**src/rtl/pwm2_pkg.sv**
```systemverilog
package pwm2_pkg;

    localparam int NUM_SEL = 5;
    localparam int SEL_W   = 3;

    typedef enum logic [SEL_W-1:0] {
        SEL_TOP   = 3'd0,
        SEL_A_SET = 3'd1,
        SEL_A_CLR = 3'd2,
        SEL_B_SET = 3'd3,
        SEL_B_CLR = 3'd4
    } sel_e;

    typedef enum logic {
        DIR_UP   = 1'b0,
        DIR_DOWN = 1'b1
    } dir_e;

    function automatic int set_index(input int ch);
        return int'(SEL_A_SET) + 2 * ch;
    endfunction

    function automatic int clr_index(input int ch);
        return int'(SEL_A_CLR) + 2 * ch;
    endfunction

endpackage

```
**src/rtl/pwm2_regs.sv**
```systemverilog
module pwm2_regs
    import pwm2_pkg::*;
#(
    parameter int CNT_W = 12
) (
    input  logic                            clk,
    input  logic                            rst,
    input  logic                            wr_en,
    input  logic [SEL_W-1:0]                wr_sel,
    input  logic [CNT_W-1:0]                wr_data,
    input  logic                            cfg_center,
    input  logic                            load,
    output logic [NUM_SEL-1:0][CNT_W-1:0]   act_vals,
    output logic                            act_center,
    output logic [NUM_SEL-1:0][CNT_W-1:0]   nxt_vals,
    output logic                            nxt_center
);

    logic [NUM_SEL-1:0][CNT_W-1:0] shadow;

    for (genvar i = 0; i < NUM_SEL; i++) begin : g_shadow
        always_ff @(posedge clk) begin
            if (rst) begin
                shadow[i] <= '0;
            end else if (wr_en && (wr_sel == SEL_W'(i))) begin
                shadow[i] <= wr_data;
            end
        end
    end

    always_ff @(posedge clk) begin
        if (rst) begin
            act_vals   <= '0;
            act_center <= 1'b0;
        end else if (load) begin
            act_vals   <= shadow;
            act_center <= cfg_center;
        end
    end

    always_comb begin
        nxt_vals   = load ? shadow     : act_vals;
        nxt_center = load ? cfg_center : act_center;
    end

    // no reload request, active set unchanged
    p_hold_r8: assert property (@(posedge clk) disable iff (rst)
        !load |=> (act_vals == $past(act_vals)) && (act_center == $past(act_center)));

endmodule

```
**src/rtl/pwm2_counter.sv**
```systemverilog
module pwm2_counter
    import pwm2_pkg::*;
#(
    parameter int CNT_W = 12
) (
    input  logic             clk,
    input  logic             rst,
    input  logic             en,
    input  logic [CNT_W-1:0] top,
    input  logic             center,
    input  logic [CNT_W-1:0] nxt_top,
    input  logic             nxt_center,
    output logic [CNT_W-1:0] cnt,
    output dir_e             dir,
    output logic             at_end,
    output logic             eoc
);

    always_comb begin
        if (center) begin
            at_end = (dir == DIR_UP) && (cnt == top);
        end else begin
            at_end = (cnt == top);
        end
    end

    always_ff @(posedge clk) begin
        if (rst || !en) begin
            cnt <= '0;
            dir <= DIR_UP;
            eoc <= 1'b0;
        end else begin
            eoc <= at_end;
            if (at_end) begin
                if (nxt_center) begin
                    cnt <= nxt_top;
                    dir <= DIR_DOWN;
                end else begin
                    cnt <= '0;
                    dir <= DIR_UP;
                end
            end else if (center && (dir == DIR_DOWN)) begin
                if (cnt == '0) begin
                    dir <= DIR_UP;
                end else begin
                    cnt <= cnt - 1'b1;
                end
            end else begin
                cnt <= cnt + 1'b1;
            end
        end
    end

    // running count never passes the active top
    p_in_range_r2: assert property (@(posedge clk) disable iff (rst)
        en |-> (cnt <= top));

    // falling phase steps down by one
    p_down_step_r3: assert property (@(posedge clk) disable iff (rst)
        (en && center && (dir == DIR_DOWN) && (cnt != '0)) |=>
            (!en || (cnt == $past(cnt) - 1'b1)));

    // counter position right after a cycle end
    p_eoc_phase_r9: assert property (@(posedge clk) disable iff (rst)
        eoc |-> (center ? ((dir == DIR_DOWN) && (cnt == top)) : (cnt == '0)));

endmodule

```
**src/rtl/pwm2_chan.sv**
```systemverilog
module pwm2_chan
    import pwm2_pkg::*;
#(
    parameter int CNT_W = 12
) (
    input  logic             clk,
    input  logic             rst,
    input  logic             en,
    input  logic [CNT_W-1:0] cnt,
    input  dir_e             dir,
    input  logic             center,
    input  logic [CNT_W-1:0] set_v,
    input  logic [CNT_W-1:0] clr_v,
    output logic             out
);

    logic out_d;

    always_comb begin
        if (center) begin
            out_d = (dir == DIR_DOWN) ? (cnt < set_v) : (cnt < clr_v);
        end else if (cnt == clr_v) begin
            out_d = 1'b0;
        end else if (cnt == set_v) begin
            out_d = 1'b1;
        end else begin
            out_d = out;
        end
    end

    always_ff @(posedge clk) begin
        if (rst || !en) begin
            out <= 1'b0;
        end else begin
            out <= out_d;
        end
    end

    // disabled channel is low on the next clock
    p_off_low_r1: assert property (@(posedge clk) disable iff (rst)
        !en |=> !out);

    // rising phase at or above the stop value gives low
    p_center_fall_r5: assert property (@(posedge clk) disable iff (rst)
        (en && center && (dir == DIR_UP) && (cnt >= clr_v)) |=> !out);

endmodule

```
**src/rtl/pwm2_dual.sv**
```systemverilog
module pwm2_dual
    import pwm2_pkg::*;
#(
    parameter int CNT_W = 12
) (
    input  logic             clk,
    input  logic             rst,
    input  logic             en,
    input  logic             cfg_center,
    input  logic             upd_lock,
    input  logic             wr_en,
    input  logic [2:0]       wr_sel,
    input  logic [CNT_W-1:0] wr_data,
    output logic             pwm_a,
    output logic             pwm_b,
    output logic             cyc_end
);

    localparam int NUM_CH = 2;

    logic [NUM_SEL-1:0][CNT_W-1:0] act_vals;
    logic [NUM_SEL-1:0][CNT_W-1:0] nxt_vals;
    logic                          act_center;
    logic                          nxt_center;
    logic                          load;
    logic                          at_end;
    logic [CNT_W-1:0]              cnt;
    dir_e                          dir;
    logic [NUM_CH-1:0]             pwm;

    assign load = !upd_lock && (!en || at_end);

    pwm2_regs #(.CNT_W(CNT_W)) i_regs (
        .clk        (clk),
        .rst        (rst),
        .wr_en      (wr_en),
        .wr_sel     (wr_sel),
        .wr_data    (wr_data),
        .cfg_center (cfg_center),
        .load       (load),
        .act_vals   (act_vals),
        .act_center (act_center),
        .nxt_vals   (nxt_vals),
        .nxt_center (nxt_center)
    );

    pwm2_counter #(.CNT_W(CNT_W)) i_counter (
        .clk        (clk),
        .rst        (rst),
        .en         (en),
        .top        (act_vals[SEL_TOP]),
        .center     (act_center),
        .nxt_top    (nxt_vals[SEL_TOP]),
        .nxt_center (nxt_center),
        .cnt        (cnt),
        .dir        (dir),
        .at_end     (at_end),
        .eoc        (cyc_end)
    );

    for (genvar g = 0; g < NUM_CH; g++) begin : g_chan
        pwm2_chan #(.CNT_W(CNT_W)) i_chan (
            .clk    (clk),
            .rst    (rst),
            .en     (en),
            .cnt    (cnt),
            .dir    (dir),
            .center (act_center),
            .set_v  (act_vals[set_index(g)]),
            .clr_v  (act_vals[clr_index(g)]),
            .out    (pwm[g])
        );
    end

    assign pwm_a = pwm[0];
    assign pwm_b = pwm[1];

    // pulse only while running
    p_eoc_needs_en_r9: assert property (@(posedge clk) disable iff (rst)
        cyc_end |-> $past(en));

endmodule

```
**config.mk**
```make
export PLATFORM = sky130hd
export DESIGN_NAME = pwm2_dual
export DESIGN_NICKNAME = d
export VERILOG_FILES = /design/src/rtl/pwm2_pkg.sv /design/src/rtl/pwm2_regs.sv /design/src/rtl/pwm2_counter.sv /design/src/rtl/pwm2_chan.sv /design/src/rtl/pwm2_dual.sv
export SDC_FILE = /design/constraint.sdc
export NUM_CORES = 1
export LEC_CHECK = 0
export ABC_CLOCK_PERIOD_IN_PS = 2700
export BUFFER_PORTS_ARGS = -buffer_cell sky130_fd_sc_hd__buf_2
export CORE_MARGIN = 3
export CORE_UTILIZATION = 28
export DETAILED_ROUTE_END_ITERATION = 6
export PLACE_DENSITY_LB_ADDON = 0.15
export SLEW_MARGIN = 20
export SYNTH_ARGS = -nofsm -noshare
export SYNTH_HDL_FRONTEND = slang
export SYNTH_SLANG_ARGS = --single-unit
```
**constraint.sdc**
```tcl
create_clock -name clk -period 2.7 [get_ports clk]
set_input_delay 0.54 -clock clk [delete_from_list [all_inputs] [get_ports clk]]
set_output_delay 0.54 -clock clk [all_outputs]
set_load 0.02 [all_outputs]
```
==> impl_metrics.toml <==
[run_status]
status = "finished clean"

[worst_setup_path]
crit_fanout = 9
crit_required_ns = 3.01
cp-start-kind = "register"
r2r-start = "i_counter.dir"
cp.arrival_ns = 2.65
rr_worst_depth = 7
r2r_slack_ns = 0.36
end_kind = "register"
criticalPathCategory = "register to register"
r2r_end = "i_counter.cnt[8]"

[sta]
drv_slew = 0
fin_crit_sh_pct = 86.8
whs_ns = 0.454
rsz0062_at_grt = "false"
max_slew_margin_pct = 44.3
timing.fmax_mhz = 427
tns_ns = 0
finalHoldViolCount = 0
tightest_slew_ns = 0.836
clock_skew_ns = 0.00925
finalCriticalPeriod_ns = 2.34
setup_ws_ns = 0.358
setup_viol = 0

[yosys]
synth.avg_cell_area_sq_um = 8.52
synth_area_leaders = "dfxtp_1 (41%), mux2i_1 (11%), ha_1 (9.1%), nand2_1 (7.6%), a21oi_1 (6.2%)"
yosys.area.top_type = "dfxtp_1"
synth_area_sq_um = 6730
synth_top_area_share_pct = 40.7
synth_top_cells_by_count = "dfxtp_1 (137), nand2_1 (137), a21oi_1 (84)"
async_reset_ff_share_pct = 0
yosysUniqueCellTypes = 59
syn_nets = 860
yosysWarnings = 0
synthFlopType = "dfxtp_1"
seq_area_frac_synth_pct = 40.7
synth_edf_count = 0
synthCells = 790
ys_seq_elements = 137

[worst_hold_path]
min_to = "i_regs.shadow[15]"
min_from = "i_regs.shadow[15]"
hold_path_depth = 2
hold_path_class = "register to register"

[floorplanning]
io_pins = 24
die_w_microns = 161
coreArea_sq_um = 23500
num_rows = 56
die_y_microns = 161
dieArea_sq_um = 25900
start_util_pct = 28.6

[pwr]
power_leakage_nw = 3.18
powerDensity_nw_per_um2 = 658
p_total_w = 0.00522
vdd_ir_drop_max_uv = 387

[clock_tree]
clock-sinks = 137
cts_resized = 0
clk_pin_slew_ns = 0.06
hold_buffers = 0
postCtsSetupBuffers = 0
ctsHtreeMaxLevel = 4
cts_root_buf = "clkbuf_16"
insertion_delay_ns = 0.43
cts_tree = "built"
cts_buffers = 17
cts_buffer_depth = 2

[route]
drt_wl_total_mm = 20.0
detail_route.wl_per_cell_microns = 17.4
drt-initial-drc-count = 259
vias = 5327
avgViaCountPerCell = 4.62
firstDrtPassIters = 6
detail-route-antenna-nets = 0
drc = 0

[layout]
regArea_sq_um = 2740
drive_above_1_share_pct = 12.0
fin_nets = 892
antenna_cells = 0
areaGrowthSynthToFinish_pct = 17.7
fill_cells = 2547
multiInputGateArea_sq_um = 3620

[place]
dp_hpwl_mm = 13.8
place_ws_ns = 0.407
gp_congestion = 0.829
port_buffers = 23

[global_routing]
grt_max_degree = 75
antenna_found_initial = 0
grtUsageTotal_pct = 15.8
overflow = 0
grt_pass1_wl_mm = 31.3
grt_pass1_vias = 5224

[flow_run]
maxCapViolCount = 0
## area by class of cell
type	count	share of cell area, %
Clock buffer	21	5.81
Clock inverter	11	2.13
Inverter	49	2.32
Multi-Input combinational cell	563	45.7
Sequential cell	137	34.6
Tap cell	319	5.04
Timing Repair Buffer	54	4.42
## report_power, final
group	internal [W]	switching (W)
Sequential	0.00206	0.0000312
Combinational	0.000240	0.000368
Clock	0.00160	0.000916
Total	0.00390	0.00132
## state kept, by name, summed over array words and instances, names as in the netlist
register and flops:
i_regs.act_center 1, i_counter.dir 1, i_counter.cnt 12, i_regs.shadow 60
g_chan.i_chan.out 2, i_regs.act_vals 60, i_counter.eoc 1
## logic make-up (layout without fill, tap and decap cells)
logic type,count (synthesis),after routing,synth area share (%)
AO/OA/AOI/OAI,126,126,10.7
AND/OR/NAND/NOR,291,291,19.7
XOR/XNOR,21,21,2.73
buffers and inverters,90,135,5.78
adder cells (fa/ha/maj),49,49,9.10
flip-flops,137,137,40.7
multiplexers,76,76,11.3
## routing by layer
metal | wire [microns] | vias to the layer above | track usage [%]
met5 | 0 | - | 0
li1 | - | 2749 | -
met2 | 9330 | 55 | 25.6
met1 | 9860 | 2509 | 21.9
met4 | 196 | 0 | 3.75
met3 | 637 | 14 | 3.03
## stage by stage
stage          utilization (%)  cells  area (sq um)
6_report                  33.7   1154          7930
5_1_grt                   33.7   1154          7930
2_1_floorplan                -    790          6730
3_3_place_gp              31.0   1122          7300
4_1_cts                   33.7   1154          7930
3_5_place_dp              31.0   1122          7300
## cells in the final DEF (no fill, tap or decap), types with 4 or more instances in the layout
master,netlist,final
xor2_1,15,15
inv_1,49,49
nand2_1,137,137
nor3_1,9,9
o211ai_1,5,5
xnor2_1,6,6
and3_1,6,6
o22ai_1,5,5
nand3_1,7,7
a211oi_1,4,4
nand4_1,9,9
ha_1,49,49
nor4_1,4,4
nor2b_1,6,6
dfxtp_1,137,137
bufinv_16,0,4
or3_1,4,4
mux2i_1,76,76
o21ai_0,11,11
buf_2,6,22
buf_4,1,32
nor2_1,81,81
clkbuf_16,0,17
a21oi_1,84,84
## how the worst max path moves through the flow
stage	start	endpoint	cells after the start
CTS	i_counter.dir	i_counter.cnt[8]	7
global placement	i_counter.cnt[2]	i_regs.act_vals[39]	7
global route	i_counter.dir	i_counter.cnt[8]	7
finish	i_counter.dir	i_counter.cnt[8]	7
floorplan	i_counter.cnt[1]	i_counter.cnt[8]	7
detailed placement	i_counter.dir	i_counter.cnt[8]	7
## worst max-delay path, cell delays in order (launching register included)
cell	delay [ns]
dfxtp_1	0.51
nand2_1	0.25
xnor2_1	0.18
ha_1	0.26
or4_1	0.58
o22ai_1	0.21
xnor2_1	0.14
o22ai_1	0.09
Power figures use the tool's default switching activity.
